==> config.mk <==
export PLATFORM = sky130hd
export DESIGN_NAME = dma_cs
export DESIGN_NICKNAME = d
export VERILOG_FILES = /design/src/rtl/dma_cs.sv
export SDC_FILE = /design/constraint.sdc
export NUM_CORES = 1
export LEC_CHECK = 0
export ABC_CLOCK_PERIOD_IN_PS = 4700
export BUFFER_PORTS_ARGS = -buffer_cell sky130_fd_sc_hd__buf_2
export CELL_PAD_IN_SITES_DETAIL_PLACEMENT = 0
export CELL_PAD_IN_SITES_GLOBAL_PLACEMENT = 1
export CORE_ASPECT_RATIO = 1.1
export CORE_MARGIN = 5
export CORE_UTILIZATION = 42
export CTS_CLUSTER_DIAMETER = 40
export DETAILED_ROUTE_END_ITERATION = 8
export PLACE_DENSITY_LB_ADDON = 0.1
export SYNTH_ARGS = -nofsm -noshare
export SYNTH_HDL_FRONTEND = slang
export SYNTH_SLANG_ARGS = --single-unit
==> constraint.sdc <==
create_clock -name clk -period 4.7 [get_ports clk]
set_clock_uncertainty 0.05 [all_clocks]
set_input_delay 0.47 -clock clk [delete_from_list [all_inputs] [get_ports clk]]
set_output_delay 0.47 -clock clk [all_outputs]
set_load 0.1 [all_outputs]
==> src/rtl/dma_cs.sv <==
module dma_cs #(
  parameter int AW = 32,
  parameter int CW = 20
) (
  input  logic          clk,
  input  logic          rst_n,
  input  logic          cfg_wr,
  input  logic [1:0]    cfg_addr,
  input  logic [31:0]   cfg_wdata,
  output logic [31:0]   cfg_rdata,
  input  logic          preq,
  output logic          m_valid,
  output logic          m_write,
  output logic [AW-1:0] m_addr,
  output logic [31:0]   m_wdata,
  output logic [3:0]    m_be,
  input  logic [31:0]   m_rdata,
  input  logic          m_ready,
  input  logic          m_err,
  output logic          irq
);
  typedef enum logic [1:0] {S_IDLE, S_RD, S_WR} st_t;
  st_t st;

  logic [AW-1:0] src, dst;
  logic [CW-1:0] cnt;
  logic done, cfg_err, bus_err;
  logic req_en, steal, irq_en, stop_on_done, src_inc, dst_inc;
  logic [1:0] ssz, dsz;
  logic go_q, pend, cont;
  logic [31:0] ubuf;
  logic [1:0] roff, woff;

  function automatic logic [2:0] nbytes(input logic [1:0] z);
    case (z)
      2'b01:   return 3'd1;
      2'b10:   return 3'd2;
      2'b00:   return 3'd4;
      default: return 3'd0;
    endcase
  endfunction

  function automatic logic [31:0] lmask(input logic [2:0] n);
    return (n == 3'd1) ? 32'h0000_00FF : (n == 3'd2) ? 32'h0000_FFFF : 32'hFFFF_FFFF;
  endfunction

  wire [2:0] sb = nbytes(ssz);
  wire [2:0] db = nbytes(dsz);
  wire [2:0] ub = (sb > db) ? sb : db;
  wire [2:0] sm = sb - 3'd1;
  wire [2:0] dm = db - 3'd1;
  wire [2:0] um = ub - 3'd1;
  wire bad = (sb == 3'd0) || (db == 3'd0) || ((cnt[1:0] & um[1:0]) != 2'b00)
          || ((src[1:0] & sm[1:0]) != 2'b00) || ((dst[1:0] & dm[1:0]) != 2'b00);

  wire busy   = (st != S_IDLE);
  wire hw_req = preq & req_en;
  wire wr_src = cfg_wr && cfg_addr == 2'd0;
  wire wr_dst = cfg_wr && cfg_addr == 2'd1;
  wire wr_sts = cfg_wr && cfg_addr == 2'd2;
  wire wr_ctl = cfg_wr && cfg_addr == 2'd3;
  wire trig   = go_q | pend | hw_req;

  wire        rd_last = ({1'b0, roff} + sb) == ub;
  wire        wr_last = ({1'b0, woff} + db) == ub;
  wire [31:0] smask   = lmask(sb);
  wire [31:0] dmask   = lmask(db);
  wire [31:0] rsh     = (m_rdata >> {src[1:0], 3'b000}) & smask;
  wire [31:0] wsel    = (ubuf >> {woff, 3'b000}) & dmask;
  wire [3:0]  dbe     = (db == 3'd1) ? 4'b0001 : (db == 3'd2) ? 4'b0011 : 4'b1111;
  wire [CW-1:0] cnt_nx = cnt - CW'(ub);

  assign m_valid = busy;
  assign m_write = (st == S_WR);
  assign m_addr  = (st == S_WR) ? dst : src;
  assign m_wdata = wsel << {dst[1:0], 3'b000};
  assign m_be    = dbe << dst[1:0];
  assign irq     = done & irq_en;

  always_comb begin
    case (cfg_addr)
      2'd0:    cfg_rdata = 32'(src);
      2'd1:    cfg_rdata = 32'(dst);
      2'd2:    cfg_rdata = {4'b0, bus_err, cfg_err, busy, done, 24'(cnt)};
      default: cfg_rdata = {20'b0, dsz, ssz, 1'b0, dst_inc, src_inc, stop_on_done,
                            irq_en, steal, req_en, 1'b0};
    endcase
  end

  always_ff @(posedge clk) begin
    if (!rst_n) begin
      st <= S_IDLE;
      src <= '0; dst <= '0; cnt <= '0;
      done <= 1'b0; cfg_err <= 1'b0; bus_err <= 1'b0;
      req_en <= 1'b0; steal <= 1'b0; irq_en <= 1'b0; stop_on_done <= 1'b0;
      src_inc <= 1'b0; dst_inc <= 1'b0; ssz <= 2'b00; dsz <= 2'b00;
      go_q <= 1'b0; pend <= 1'b0; cont <= 1'b0;
      ubuf <= '0; roff <= '0; woff <= '0;
    end else begin
      go_q <= wr_ctl & cfg_wdata[0];
      if (wr_src && !busy) src <= cfg_wdata[AW-1:0];
      if (wr_dst && !busy) dst <= cfg_wdata[AW-1:0];
      if (wr_sts) begin
        if (cfg_wdata[24]) begin
          done <= 1'b0; cfg_err <= 1'b0; bus_err <= 1'b0; cnt <= '0;
        end else if (!busy) begin
          cnt <= cfg_wdata[CW-1:0];
        end
      end
      if (wr_ctl) begin
        req_en <= cfg_wdata[1]; steal <= cfg_wdata[2]; irq_en <= cfg_wdata[3];
        stop_on_done <= cfg_wdata[4]; src_inc <= cfg_wdata[5]; dst_inc <= cfg_wdata[6];
        ssz <= cfg_wdata[9:8]; dsz <= cfg_wdata[11:10];
      end
      if (busy && hw_req) pend <= 1'b1;

      case (st)
        S_IDLE: if (trig) begin
          pend <= (go_q | pend) ? hw_req : 1'b0;
          if (cnt != '0 && !cfg_err && !bus_err) begin
            if (bad) cfg_err <= 1'b1;
            else begin
              st <= S_RD; roff <= '0; woff <= '0; cont <= ~steal;
            end
          end
        end
        S_RD: if (m_ready) begin
          if (m_err) begin
            bus_err <= 1'b1; st <= S_IDLE; pend <= 1'b0;
          end else begin
            ubuf <= (ubuf & ~(smask << {roff, 3'b000})) | (rsh << {roff, 3'b000});
            if (src_inc) src <= src + AW'(sb);
            if (rd_last) begin st <= S_WR; roff <= '0; end
            else roff <= roff + sb[1:0];
          end
        end
        S_WR: if (m_ready) begin
          if (m_err) begin
            bus_err <= 1'b1; st <= S_IDLE; pend <= 1'b0;
          end else begin
            if (dst_inc) dst <= dst + AW'(db);
            if (wr_last) begin
              cnt <= cnt_nx; woff <= '0;
              if (cnt_nx == '0) begin
                done <= 1'b1; st <= S_IDLE;
                if (stop_on_done) begin req_en <= 1'b0; pend <= 1'b0; end
              end else if (cont) st <= S_RD;
              else st <= S_IDLE;
            end else woff <= woff + db[1:0];
          end
        end
        default: st <= S_IDLE;
      endcase
    end
  end
endmodule


; Word level (Yosys, flattened, before mapping)
; Cells that the tools add are included.
[word_totals]
wordCells = 201
latch_bits = 0
in_bits = 72
mem_count = 0
romBits = 0
out_inout_bits = 103
ff_bits = 138
mem_bits_rw = 0
[op_classes]
n_mul = 0
muxes = 87
bitwise = 16
reduce_logical = 36
div_mod_pow = 0
n_addsub = 10
n_shift = 6
eq_ne = 24
order_cmp = 1
[ops]
columns = operator, n
row1 = two-way mux 32 bit, 15
row2 = two-way mux 20 bit, 7
row3 = bitwise AND 32 bit, 3
row4 = case mux 32 bit (3 select lines), 1
row5 = left shift 32 x 5 -> 32 bit, 3
row6 = adder 32 x 3 -> 32 bit, 2
row7 = >> shifter 32 x 5 -> 32 bit, 2
row8 = two-way mux 1 bit, 37
row9 = two-way mux 2 bit, 18
row10 = inverter 32 bit, 1
row11 = bitwise OR 32 bit, 1
row12 = zero test 20 bit, 1
row13 = nonzero test 20 bit, 1
row14 = subtractor 20 x 3 -> 20 bit, 1
row15 = case mux 3 bit (3 select lines), 2
row16 = inequality test 2 bit (second input constant), 6
row17 = AND reduction 6 bit, 2
row18 = nonzero test 2 bit, 6
row19 = == test 2 bit (second input constant), 5
row20 = logical AND 1 bit, 9
row21 = == test 2 x 1 -> 1 bit (second input constant), 4
row22 = zero test 2 bit, 4
row23 = two-way mux 4 bit, 2
row24 = case mux 2 bit (2 select lines), 2
row25 = other kinds (25), 45

; Longest topological paths before layout
[depth]
ltp_word = 14
mapped_depth = 19

; Worst setup path before layout
; OpenSTA, ideal clock, no wires.
[synth_timing]
kind = input -> output
from = input cfg_addr[0]
to = output cfg_rdata[18]
cell_stages = 5
arrival_time_ns = 3.861
setup_slack_ns = 0.319
path_buffers = 3
cell_sequence = buf_1 -> clkbuf_1 -> buf_2 -> mux2i_1 -> o21ai_0
[synth_between]
elab_chain_cells = 2
elab_cells_between_ends = 4
cone_classes = 2 x eq/ne / 1 x mux / 1 x reduce/logical
[synth_rtl]
columns = element, line_no
row1 = start: declaration, 8  ; input logic [1:0] cfg_addr,
row2 = "== test 2 bit, or another cell as far along", 81  ; case (cfg_addr)
row3 = case mux 32 bit (3 select lines) *, 81
row4 = end: declaration, 10  ; output logic [31:0] cfg_rdata,
; Every way passes the cells marked *; elsewhere a longest branch is shown, timed or not.

; Worst setup path in the final report
[layout_timing]
from = register dsz[0]
to = register pend
[layout_between]
elab_chain_cells = 11
elab_cells_between_ends = 15
cone_classes = 2 x add/sub / 1 x order compare / 3 x eq/ne / 7 x mux / 2 x reduce/logical
[layout_rtl]
columns = element, line_no
row1 = start: declaration, 29  ; logic [1:0] ssz, dsz;
row2 = start signal: assignment, 113  ; ssz <= cfg_wdata[9:8]; dsz <= cfg_wdata[11:10];
row3 = "== test 2 bit, or another cell as far along", 35  ; case (z)
row4 = case mux 3 bit (3 select lines) *, 35
row5 = greater-than comparator 3 bit, 49  ; wire [2:0] ub = (sb > db) ? sb : db;
row6 = two-way mux 3 bit, 49
row7 = subtractor 20 x 3 -> 20 bit, 71  ; wire [CW-1:0] cnt_nx = cnt - CW'(ub);
row8 = zero test 20 bit, 144  ; if (cnt_nx == '0) begin
row9 = two-way mux 1 bit, 144
row10 = two-way mux 1 bit *, 142  ; if (wr_last) begin
row11 = two-way mux 1 bit *, 138  ; if (m_err) begin
row12 = two-way mux 1 bit *, 137  ; S_WR: if (m_ready) begin
row13 = case mux 1 bit (3 select lines) *, 117  ; case (st)
row14 = end signal: assignment, 119  ; pend <= (go_q | pend) ? hw_req : 1'b0;
row15 = end: declaration, 30  ; logic go_q, pend, cont;
; Marked as above.
; A chain may end at the register's enable or synchronous reset.

==> results.sh <==
export IMPL_status="complete, no violations"
export IMPL_final_setup_viol_count=0
export IMPL_crit_cells=20
export IMPL_num_io_pins=175
export IMPL_start_kind="flop"
export IMPL_ant_nets=0
export IMPL_drt_iter0_drc=1019
export IMPL_io_buffers=174
export IMPL_fin_nets=1664
export IMPL_multi_input_area_um2=7555
export IMPL_cp_top_family="compound AO/OA/AOI/OAI gates"
export IMPL_dieWidth_um=162.8
export IMPL_min_to="dst[20]"
export IMPL_seq_area_frac_synth_pct=25.60
export IMPL_clk_pin_slew_worst_paths_ns=0.09
export IMPL_syn_avg_cell_area_um2=7.536
export IMPL_rsz0062_at_grt="no"
export IMPL_crit_type="reg2reg"
export IMPL_ys_warn_count=0
export IMPL_wl_per_cell_um=22.15
export IMPL_synthAdderAreaFrac_pct=3.942
export IMPL_insertedDiodeCount=0
export IMPL_hp_class="in2reg"
export IMPL_grt_overflow=0
export IMPL_fill_cells=2600
export IMPL_antenna_found_initial=0
export IMPL_via_per_inst=6.018
export IMPL_max_slew_worst_pin_slew_ns=1.111
export IMPL_final_max_slew_viol_count=0
export IMPL_cts_path_max_buffers=2
export IMPL_cts_tree="built"
export IMPL_crit_buf_inv=4
export IMPL_reg2reg_depth=20
export IMPL_netlist_area_um2=10790
export IMPL_synthCells=1432
export IMPL_ys_types=82
export IMPL_finalCriticalPeriod_ns=4.352
export IMPL_post_route_drc_count=0
export IMPL_hold_start="cfg_wdata[20]"
export IMPL_grt_pass1_vias=11110
export IMPL_insertion_delay_ns=0.45
export IMPL_grt_max_degree=49
export IMPL_power_density_nw_per_um2=341.6
export IMPL_end_kind="flop"
export IMPL_yosys_area_share_simple_pct=25.53
export IMPL_final_common_cell="nand2_1"
export IMPL_whs_path_depth=3
export IMPL_ys_async_sr_fraction_pct=0
export IMPL_leakagePower_nw=4.918
export IMPL_synth_edff_count=0
export IMPL_dp_hpwl_um=31600
export IMPL_synth_ff_type="dfxtp_1"
export IMPL_track_usage_pct=28.62
export IMPL_cts_sink_count=138
export IMPL_first_pass_iters=5
export IMPL_synth_top_family_by_area="simple AND/OR/NAND/NOR gates"
export IMPL_final_cell_mix="200 x nand2_1, 174 x buf_2, 152 x nor2_1"
export IMPL_h_tree_depth=4
export IMPL_totalWireLength_um=42520
export IMPL_seqCellArea_um2=2764
export IMPL_cp_required_ns=4.97
export IMPL_place_gp_congestion=0.9112
export IMPL_reg2reg_slack_ns=0.35
export IMPL_slowest_stage="fa_1"
export IMPL_final_hold_viol_count=0
export IMPL_slowest_delay_ns=0.44
export IMPL_cp_max_fo=5
export IMPL_synth_xor_area_share_pct=1.948
export IMPL_fmax_ghz=0.2298
export IMPL_synthMuxAreaShare_pct=13.86
export IMPL_path_cells="inv_1 > ha_1 > inv_1 > ha_1 > nand2_1 > a22oi_2 > o211a_1 > a21o_1 > ha_1 > inv_1 > fa_1 > a211oi_2 > buf_4 > xnor2_1 > nand4_1 > or3_1 > nor4_4 > nand2_1 > o21ai_0 > a31oi_1"
export IMPL_start_util_pct=42.59
export IMPL_tns_ns=0
export IMPL_hold_buffers=0
export IMPL_die_y_um=178.1
export IMPL_timing_rr_start="dsz[0]"
export IMPL_relSlewSlack_pct=24.73
export IMPL_core_area_um2=25340
export IMPL_power_total_mw=4.294
export IMPL_dp_cells=1888
export IMPL_synth_nets=1535
export IMPL_vias=11550
export IMPL_ys_ff_latch=138
export IMPL_grt_pass1_wl_um=64940
export IMPL_die_area_um2=29000
export IMPL_rows=61
export IMPL_ir_worst_vdd_v=0.0001884
export IMPL_layout_worst_path_cycle_share_pct=92.60
export IMPL_r2r_end="pend"
export IMPL_synth_compound_area_share_pct=24.53
export IMPL_cts_root_buf="clkbuf_16"
export IMPL_drive_above_1_share_pct=21.54
export IMPL_cp_arrival_ns=4.62
export IMPL_cap_violations=0
export IMPL_layout_cells_non_filler=1920
export IMPL_post_cts_setup_buffers=0
export IMPL_cts_buffers=17
export IMPL_syn_to_final_growth_pct=16.48
worst min-delay path, stage by stage:
cell and delay (ns):
buf_2 0.10, nand2_1 0.05, a21oi_1 0.05
stage by stage:
stage | cell area [um^2] | setup slack [ns] | hold slack [ns] | utilization [%]
CTS | 12550 | 0.2429 | 0.2177 | 49.55
global placement | 11960 | 0.3134 | 0.4085 | 47.19
floorplan | 10790 | 0.3193 | 0.3905 | -
detailed placement | 11960 | 0.2472 | 0.4103 | 47.19
finish | 12570 | 0.3477 | 0.2211 | 49.61
global route | 12570 | 0.02707 | 0.2384 | 49.61
layout make-up:
class,instances,share of cell area [%]
repair buffers,208,8.959
clock inverters,15,1.364
flip-flops and latches,138,21.99
clock buffers,17,3.384
well taps,346,3.444
inverters,25,0.7565
multi-input cells,1171,60.10
cell usage after synthesis, types with 19 or more instances:
cell / count / area [um^2]
a21oi_1: 97 / 485.5
a22oi_1: 39 / 292.8
inv_1: 22 / 82.58
ha_1: 26 / 325.3
mux2_2: 55 / 619.3
nand2b_1: 22 / 137.6
nand3_1: 32 / 160.2
o21ai_0: 119 / 595.6
clkbuf_1: 69 / 259.0
a221oi_1: 22 / 192.7
nor3_1: 36 / 180.2
o22ai_1: 19 / 118.9
dfxtp_1: 138 / 2763
nand4_1: 23 / 143.9
nor2_1: 154 / 578.1
and3_1: 19 / 118.9
nand2_1: 200 / 750.7
mux2i_1: 65 / 650.6
state kept, by name, summed over array words and instances, names as in the netlist, 2 cells and up:
register	count
st	2
ssz	2
src	32
dsz	2
cnt	20
roff	2
woff	2
dst	32
ubuf	32
how the worst max path moves through the flow:
| stage | end | slack (ns) | from |
|---|---|---|---|
| after floorplan | cfg_rdata[18] | 0.32 | cfg_addr[0] |
| after global placement | pend | 0.31 | dsz[0] |
| after detailed placement | pend | 0.25 | ssz[0] |
| after CTS | pend | 0.24 | ssz[0] |
| after global routing | pend | 0.03 | dsz[0] |
| final | pend | 0.35 | dsz[0] |
routing by layer:
| metal | up-vias | wire length (um) | GRT usage, % |
|---|---|---|---|
| li1 | 5527 | - | - |
| met1 | 5552 | 17610 | 35.21 |
| met2 | 412 | 21480 | 51.21 |
| met3 | 63 | 2107 | 3.859 |
| met4 | 0 | 1318 | 10.03 |
| met5 | - | 0 | 0 |
logic make-up after synthesis:
group	count (synthesis)
adder cells (fa/ha/maj)	31
AO/OA/AOI/OAI	413
flip-flops	138
AND/OR/NAND/NOR	573
buffers and inverters	123
XOR/XNOR	24
multiplexers	130
power breakdown:
| part | total [mW] | internal (mW) | switching [mW] | leakage, nW |
|---|---|---|---|---|
| clock | 1.39 | 0.719 | 0.671 | 0.293 |
| combinational | 1.54 | 0.426 | 1.11 | 3.51 |
| sequential | 1.36 | 1.25 | 0.117 | 1.12 |
repair_timing:
action,CTS,global route
gates resized for setup,0,3
endpoints found under the hold margin,0,0
setup endpoints to repair,0,3
Note: power is estimated with default switching activity, not from simulation.
